### config.mk
export PLATFORM = sky130hd
export DESIGN_NAME = rs485_uart_echo
export DESIGN_NICKNAME = d
export VERILOG_FILES = /design/src/rtl/rs485_pkg.sv /design/src/rtl/rs485_tx.sv /design/src/rtl/rs485_rx.sv /design/src/rtl/rs485_echo_chk.sv /design/src/rtl/rs485_uart_echo.sv
export SDC_FILE = /design/constraint.sdc
export NUM_CORES = 1
export LEC_CHECK = 0
export BUFFER_PORTS_ARGS = -buffer_cell sky130_fd_sc_hd__buf_2
export CORE_MARGIN = 2
export CORE_UTILIZATION = 46
export DETAILED_ROUTE_END_ITERATION = 10
export HOLD_SLACK_MARGIN = 0.12
export PLACE_DENSITY_LB_ADDON = 0.15
export SLEW_MARGIN = 30
export SYNTH_ARGS = -nofsm -noshare
export SYNTH_HDL_FRONTEND = slang
export SYNTH_SLANG_ARGS = --single-unit
export TNS_END_PERCENT = 50
### constraint.sdc
create_clock -name clk -period 4.8 [get_ports clk]
set_clock_uncertainty 0.05 [all_clocks]
set_input_delay 0.24 -clock clk [delete_from_list [all_inputs] [get_ports clk]]
set_output_delay 0.24 -clock clk [all_outputs]
set_load 0.01 [all_outputs]
### src/rtl/rs485_pkg.sv
package rs485_pkg;
  localparam int OVS = 16;

  typedef enum logic [2:0] {
    TX_IDLE,
    TX_START,
    TX_DATA,
    TX_STOP,
    TX_HOLD
  } tx_state_e;

  typedef enum logic [1:0] {
    RX_IDLE,
    RX_START,
    RX_DATA,
    RX_STOP
  } rx_state_e;
endpackage

### src/rtl/rs485_tx.sv
module rs485_tx
  import rs485_pkg::*;
#(
  parameter int CLK_DIV = 2,
  parameter int DATA_W  = 8
) (
  input  logic              clk,
  input  logic              rst,
  input  logic              selftest_en,
  input  logic [DATA_W-1:0] in_data,
  input  logic              in_valid,
  output logic              in_ready,
  output logic              txd,
  output logic              de,
  output logic              re_n,
  output logic              start_o,
  output logic              done_o
);
  localparam int BIT_CLKS = OVS * CLK_DIV;
  localparam int CW = (BIT_CLKS > 1) ? $clog2(BIT_CLKS) : 1;
  localparam int BW = (DATA_W > 1) ? $clog2(DATA_W) : 1;

  tx_state_e         state, nxt;
  logic [CW-1:0]     cnt;
  logic [BW-1:0]     bidx;
  logic [DATA_W-1:0] sh;
  logic              txd_q, de_q, ren_q;
  logic              bit_end, last_bit, accept, dir_d;

  assign bit_end  = (cnt == CW'(BIT_CLKS - 1));
  assign last_bit = (bidx == BW'(DATA_W - 1));
  assign in_ready = (state == TX_IDLE) || (state == TX_HOLD);
  assign accept   = in_valid && in_ready;
  assign start_o  = accept;
  assign done_o   = (state == TX_STOP) && bit_end;

  always_comb begin
    nxt = state;
    case (state)
      TX_IDLE:  if (accept) nxt = TX_START;
      TX_START: if (bit_end) nxt = TX_DATA;
      TX_DATA:  if (bit_end && last_bit) nxt = TX_STOP;
      TX_STOP:  if (bit_end) nxt = TX_HOLD;
      TX_HOLD: begin
        if (accept) nxt = TX_START;
        else if (bit_end) nxt = TX_IDLE;
      end
      default:  nxt = TX_IDLE;
    endcase
    dir_d = (nxt != TX_IDLE);
  end

  always_ff @(posedge clk) begin
    if (rst) begin
      state <= TX_IDLE;
      cnt   <= '0;
      bidx  <= '0;
      sh    <= '0;
      txd_q <= 1'b1;
      de_q  <= 1'b0;
      ren_q <= 1'b0;
    end else begin
      state <= nxt;
      de_q  <= dir_d;
      ren_q <= dir_d & ~selftest_en;
      if (accept) begin
        sh    <= in_data;
        cnt   <= '0;
        bidx  <= '0;
        txd_q <= 1'b0;
      end else if (state != TX_IDLE) begin
        cnt <= bit_end ? '0 : cnt + 1'b1;
        if (bit_end) begin
          case (state)
            TX_START: begin
              txd_q <= sh[0];
              sh    <= {1'b1, sh[DATA_W-1:1]};
            end
            TX_DATA: begin
              txd_q <= last_bit ? 1'b1 : sh[0];
              sh    <= {1'b1, sh[DATA_W-1:1]};
              bidx  <= bidx + 1'b1;
            end
            default: txd_q <= 1'b1;
          endcase
        end
      end
    end
  end

  assign txd  = txd_q;
  assign de   = de_q;
  assign re_n = ren_q;

  assert_mark_when_released_R2: assert property (@(posedge clk) disable iff (rst)
    !de |-> txd);
  assert_accept_starts_frame_R3: assert property (@(posedge clk) disable iff (rst)
    (in_valid && in_ready) |=> (de && !txd));
endmodule

### src/rtl/rs485_rx.sv
module rs485_rx
  import rs485_pkg::*;
#(
  parameter int CLK_DIV = 2,
  parameter int DATA_W  = 8
) (
  input  logic              clk,
  input  logic              rst,
  input  logic              rx_en,
  input  logic              rxd,
  output logic [DATA_W-1:0] out_data,
  output logic              out_valid,
  output logic              out_ferr
);
  localparam int DW  = (CLK_DIV > 1) ? $clog2(CLK_DIV) : 1;
  localparam int OW  = $clog2(OVS);
  localparam int BW  = (DATA_W > 1) ? $clog2(DATA_W) : 1;
  localparam int MID = OVS / 2;

  rx_state_e         state;
  logic              s1, s2;
  logic [DW-1:0]     dcnt;
  logic              tick;
  logic [OW-1:0]     ocnt;
  logic [BW-1:0]     bidx;
  logic [DATA_W-1:0] sh;

  assign tick = (dcnt == DW'(CLK_DIV - 1));

  always_ff @(posedge clk) begin
    if (rst) begin
      s1 <= 1'b1;
      s2 <= 1'b1;
      dcnt <= '0;
    end else begin
      s1 <= rxd;
      s2 <= s1;
      dcnt <= tick ? '0 : dcnt + 1'b1;
    end
  end

  always_ff @(posedge clk) begin
    if (rst) begin
      state     <= RX_IDLE;
      ocnt      <= '0;
      bidx      <= '0;
      sh        <= '0;
      out_data  <= '0;
      out_valid <= 1'b0;
      out_ferr  <= 1'b0;
    end else begin
      out_valid <= 1'b0;
      if (!rx_en) begin
        state <= RX_IDLE;
      end else if (tick) begin
        case (state)
          RX_IDLE: if (!s2) begin
            state <= RX_START;
            ocnt  <= '0;
          end
          RX_START: begin
            if (ocnt == OW'(MID - 1)) begin
              ocnt <= '0;
              bidx <= '0;
              state <= s2 ? RX_IDLE : RX_DATA;
            end else ocnt <= ocnt + 1'b1;
          end
          RX_DATA: begin
            if (ocnt == OW'(OVS - 1)) begin
              ocnt <= '0;
              sh   <= {s2, sh[DATA_W-1:1]};
              if (bidx == BW'(DATA_W - 1)) state <= RX_STOP;
              else bidx <= bidx + 1'b1;
            end else ocnt <= ocnt + 1'b1;
          end
          RX_STOP: begin
            if (ocnt == OW'(OVS - 1)) begin
              out_valid <= 1'b1;
              out_data  <= sh;
              out_ferr  <= !s2;
              state     <= RX_IDLE;
            end else ocnt <= ocnt + 1'b1;
          end
          default: state <= RX_IDLE;
        endcase
      end
    end
  end

  assert_valid_single_cycle_R5: assert property (@(posedge clk) disable iff (rst)
    out_valid |=> !out_valid);
endmodule

### src/rtl/rs485_echo_chk.sv
module rs485_echo_chk
  import rs485_pkg::*;
#(
  parameter int CLK_DIV = 2,
  parameter int DATA_W  = 8
) (
  input  logic              clk,
  input  logic              rst,
  input  logic              selftest_en,
  input  logic              tx_start,
  input  logic [DATA_W-1:0] tx_byte,
  input  logic              tx_done,
  input  logic              rx_valid,
  input  logic [DATA_W-1:0] rx_data,
  input  logic              rx_ferr,
  input  logic              clr,
  output logic              fault
);
  localparam int FRAME_CLKS = (DATA_W + 2) * OVS * CLK_DIV;
  localparam int TW = $clog2(FRAME_CLKS);

  logic [DATA_W-1:0] expect_q;
  logic              pend, run, fault_q;
  logic [TW-1:0]     tcnt;
  logic              hit, mism, expire, overrun, set_f;

  assign hit     = pend && rx_valid;
  assign mism    = hit && ((rx_data != expect_q) || rx_ferr);
  assign expire  = run && (tcnt == TW'(FRAME_CLKS - 1));
  assign overrun = tx_start && pend && selftest_en;
  assign set_f   = mism || expire || overrun;

  always_ff @(posedge clk) begin
    if (rst) begin
      expect_q <= '0;
      pend     <= 1'b0;
      run      <= 1'b0;
      tcnt     <= '0;
      fault_q  <= 1'b0;
    end else begin
      if (tx_start) begin
        expect_q <= tx_byte;
        pend     <= selftest_en;
        run      <= 1'b0;
      end else if (hit || expire) begin
        pend <= 1'b0;
        run  <= 1'b0;
      end else if (tx_done && pend) begin
        run  <= 1'b1;
        tcnt <= '0;
      end else if (run) begin
        tcnt <= tcnt + 1'b1;
      end

      if (set_f) fault_q <= 1'b1;
      else if (clr) fault_q <= 1'b0;
    end
  end

  assign fault = fault_q;

  assert_fault_sticky_R11: assert property (@(posedge clk) disable iff (rst)
    ($past(fault) && !$past(clr)) |-> fault);
  assert_set_beats_clear_R11: assert property (@(posedge clk) disable iff (rst)
    set_f |=> fault);
endmodule

### src/rtl/rs485_uart_echo.sv
module rs485_uart_echo #(
  parameter int CLK_DIV = 2,
  parameter int DATA_W  = 8
) (
  input  logic              clk,
  input  logic              rst,
  input  logic [DATA_W-1:0] tx_data,
  input  logic              tx_valid,
  output logic              tx_ready,
  output logic [DATA_W-1:0] rx_data,
  output logic              rx_valid,
  output logic              rx_frame_err,
  input  logic              selftest_en,
  input  logic              fault_clr,
  output logic              echo_fault,
  output logic              txd,
  input  logic              rxd,
  output logic              de,
  output logic              re_n
);
  logic tx_start, tx_done;

  rs485_tx #(.CLK_DIV(CLK_DIV), .DATA_W(DATA_W)) u_tx (
    .clk(clk), .rst(rst), .selftest_en(selftest_en),
    .in_data(tx_data), .in_valid(tx_valid), .in_ready(tx_ready),
    .txd(txd), .de(de), .re_n(re_n),
    .start_o(tx_start), .done_o(tx_done)
  );

  rs485_rx #(.CLK_DIV(CLK_DIV), .DATA_W(DATA_W)) u_rx (
    .clk(clk), .rst(rst), .rx_en(!re_n), .rxd(rxd),
    .out_data(rx_data), .out_valid(rx_valid), .out_ferr(rx_frame_err)
  );

  rs485_echo_chk #(.CLK_DIV(CLK_DIV), .DATA_W(DATA_W)) u_chk (
    .clk(clk), .rst(rst), .selftest_en(selftest_en),
    .tx_start(tx_start), .tx_byte(tx_data), .tx_done(tx_done),
    .rx_valid(rx_valid), .rx_data(rx_data), .rx_ferr(rx_frame_err),
    .clr(fault_clr), .fault(echo_fault)
  );

  assert_no_rx_while_driving_R8: assert property (@(posedge clk) disable iff (rst)
    (de && $past(de) && !$past(selftest_en, 2)) |-> !rx_valid);
  assert_selftest_listens_R9: assert property (@(posedge clk) disable iff (rst)
    $past(selftest_en) |-> !re_n);
endmodule

==> results.md <==
- Status: finished, final reports clean
- Die W: 89.5 um
- Slew Limit Fails: 0
- EDFF count, synth: 0
- Routability Congestion: 0.778
- Comb power frac: 0.063
- Minimum clock period: 2580 ps
- Syn Nets: 403
- Core ar.: 0.00718 mm^2
- WL final: 6720 um
- Top cells by area, synth: dfxtp_1, mux2i_1, nor2_1
- Final net count: 426
- Post-DRT Antenna Nets: 0
- CP max FO: 23
- Multiplexer area fraction after synthesis: 0.0924
- Post-route DRC violation count: 0
- Maximum vdd drop: 0.129 mV
- Vias per cell: 5.39
- Compound-Gate Fraction of Synth Area: 0.140
- Cell accounting for the most synthesized area: dfxtp_1
- Avg Cell Area, Syn: 8.82 um^2
- Net Sw Power: 301 uW
- Fmax: 388 MHz
- Clock root buffer: clkbuf_8
- XOR/XNOR share of the synthesized area: 0.0287
- Initial Util: 0.468
- Commonest cells post-synth: dfxtp_1, nor2_1, nand2_1
- Num CTS Buffers: 9
- Hold_ws: 151 ps
- N_diodes: 0
- Netlist cell types: 51
- Post-synth top area share: 0.429
- Io pins: 29
- Max Cap Viol: 0
- Die Ht: 89.5 um
- Final setup violation count: 0
- Flop pwr share: 0.542
- DP HPWL: 4480 um
- Top_reg_cell synth: dfxtp_1
- Largest family of logic cells by synthesized area: simple AND/OR/NAND/NOR gates
- Adder-Cell Fraction of Synth Area: 0.0298
- Largest net degree at the start of global routing: 59
- Finished Core Util: 0.527
- Vias in the first global route: 2413
- Grt ovf: 0
- Sequential share of the synthesized area: 0.429
- CP Data Arrival Time: 2810 ps
- Setup TNS: 0 ps
- Slew HR: 0.422
- CTS Sinks: 72
- Asr flop ratio synth: 0
- Crit end category: flop
- Area delta synth->final: 12.6%
- CTS tree: yes
- Count of input and output buffers: 28
- RSZ-0062 raised after global routing: false
- Antenna violations before repair: 0
- Total number of vias: 2740
- PD cells: 305 mW/mm^2
- WS Path Type: reg2reg
- CTS max path bufs: 2
- Count leader, synth: dfxtp_1
- Required time of the critical path: 5030 ps
- Simple-Gate Fraction of Synth Area: 0.237
- Final hold viol count: 0
- Type of origin of the critical path: flop
- Global-route wire length before repair: 11100 um
- Final cycle utilization of the critical path: 0.538
- Routed WL per cell: 13.2 um
- Worst Tran Pin Value: 867 ps
- Total number of yosys warnings: 0
- Yosys reg bits: 72
- Insertion delay to the later sink of the worst-skew pair: 340 ps
- Clk network pwr share: 0.395
- GRT Util Overall: 0.178
- Syn Inst Count: 381
- Num rows: 31
- Hold WC Path Type: in2reg
- Full die area: 0.00800 mm^2
- H-tree levels: 3
- Worst-path clk slew: 80 ps
- Internal Power: 852 uW
- Switch share: 0.261
- Iter 0 DRT Violations: 81
- Post-synthesis cell area: 0.00336 mm^2
- Leakage power: 0.00156 uW
- First-pass DRT Iterations: 4
- Layout cell share with drive strength beyond 1: 0.142
[sequential cells by signal (all words and copies together) (netlist names), 3 cells and up, named ones only]
| register | count |
|---|---|
| u_rx.ocnt | 4 |
| u_rx.bidx | 3 |
| u_tx.sh | 8 |
| u_chk.expect_q | 8 |
| u_tx.bidx | 3 |
| u_tx.state | 3 |
| u_chk.tcnt | 9 |
| u_tx.cnt | 5 |
| u_rx.sh | 8 |
| u_rx.out_data | 8 |
[per-layer routing]
metal / vias to the layer above / share of wire / global-route usage
li1: 1420 / - / -
met5: - / 0 / 0
met4: 0 / 0.015 / 0.0733
met2: 46 / 0.44 / 0.275
met1: 1264 / 0.51 / 0.242
met3: 10 / 0.033 / 0.0351
[repair_timing]
action / in CTS / in global routing
hold endpoints to repair: 9 / 0
buffers inserted: 0 / 0
hold buffers: 9 / 0
gates resized for setup: 0 / 0
[area by class of cell]
type / count / area (um^2)
clock buffers: 10 / 138
clock inverters: 6 / 50.0
fillers: 677 / 3390
inverters: 6 / 22.5
multi-input cells: 278 / 1770
flip-flops and latches: 72 / 1440
well taps: 99 / 124
repair buffers: 37 / 233
[through the flow]
stage	area (um^2)	std cells	power, uW	setup WS [ps]
final	3780	508	1150	2220
after global routing	3780	508	1200	2000
after CTS	3780	508	1170	2260
after detailed placement	3500	483	705	2260
after global placement	3500	483	705	2330
after floorplan	3360	381	684	2850
[power groups by stage]
stage               combinational, uW  sequential, uW  clock (uW)
floorplan                        50.2             634           0
global placement                 66.9             638           0
detailed placement               67.5             638           0
CTS                              73.5             624         469
global route                     83.4             626         490
finish                           73.0             624         455
[logic make-up (layout without fill, tap and decap cells)]
kind of cell / after synthesis / after routing
adders and majority gates: 8 / 8
muxes: 31 / 31
buffers and inverters: 31 / 59
and+or+nand+nor: 153 / 153
AOI/OAI and AO/OA: 75 / 75
xor gates and xnor gates: 11 / 11
DFF: 72 / 72
[critical path, cell delays in order, from the launching register on]
cell,delay [ps]
dfxtp_1,630
or3b_1,690
nand2_1,430
or4_1,560
a21oi_1,160
[final timing paths]
check,depth (start not counted),slack [ps],to,start
max reg2reg,4,2220,u_chk.tcnt[0],u_tx.state[1]
max,4,2220,u_chk.tcnt[0],u_tx.state[1]
min,3,150,u_chk.expect_q[0],tx_data[0]
min reg2reg,1,370,u_rx.s2,u_rx.s1
[cell usage in the layout, fill, tap and decap left out, types with 10 or more instances in the layout]
cell       n
nand2_1   36
mux2i_1   31
dfxtp_1   72
clkbuf_8  10
xor2_1    10
a21oi_1   26
o21ai_0   17
nor2_1    52
buf_2     27
Power figures use the tool's default switching activity.
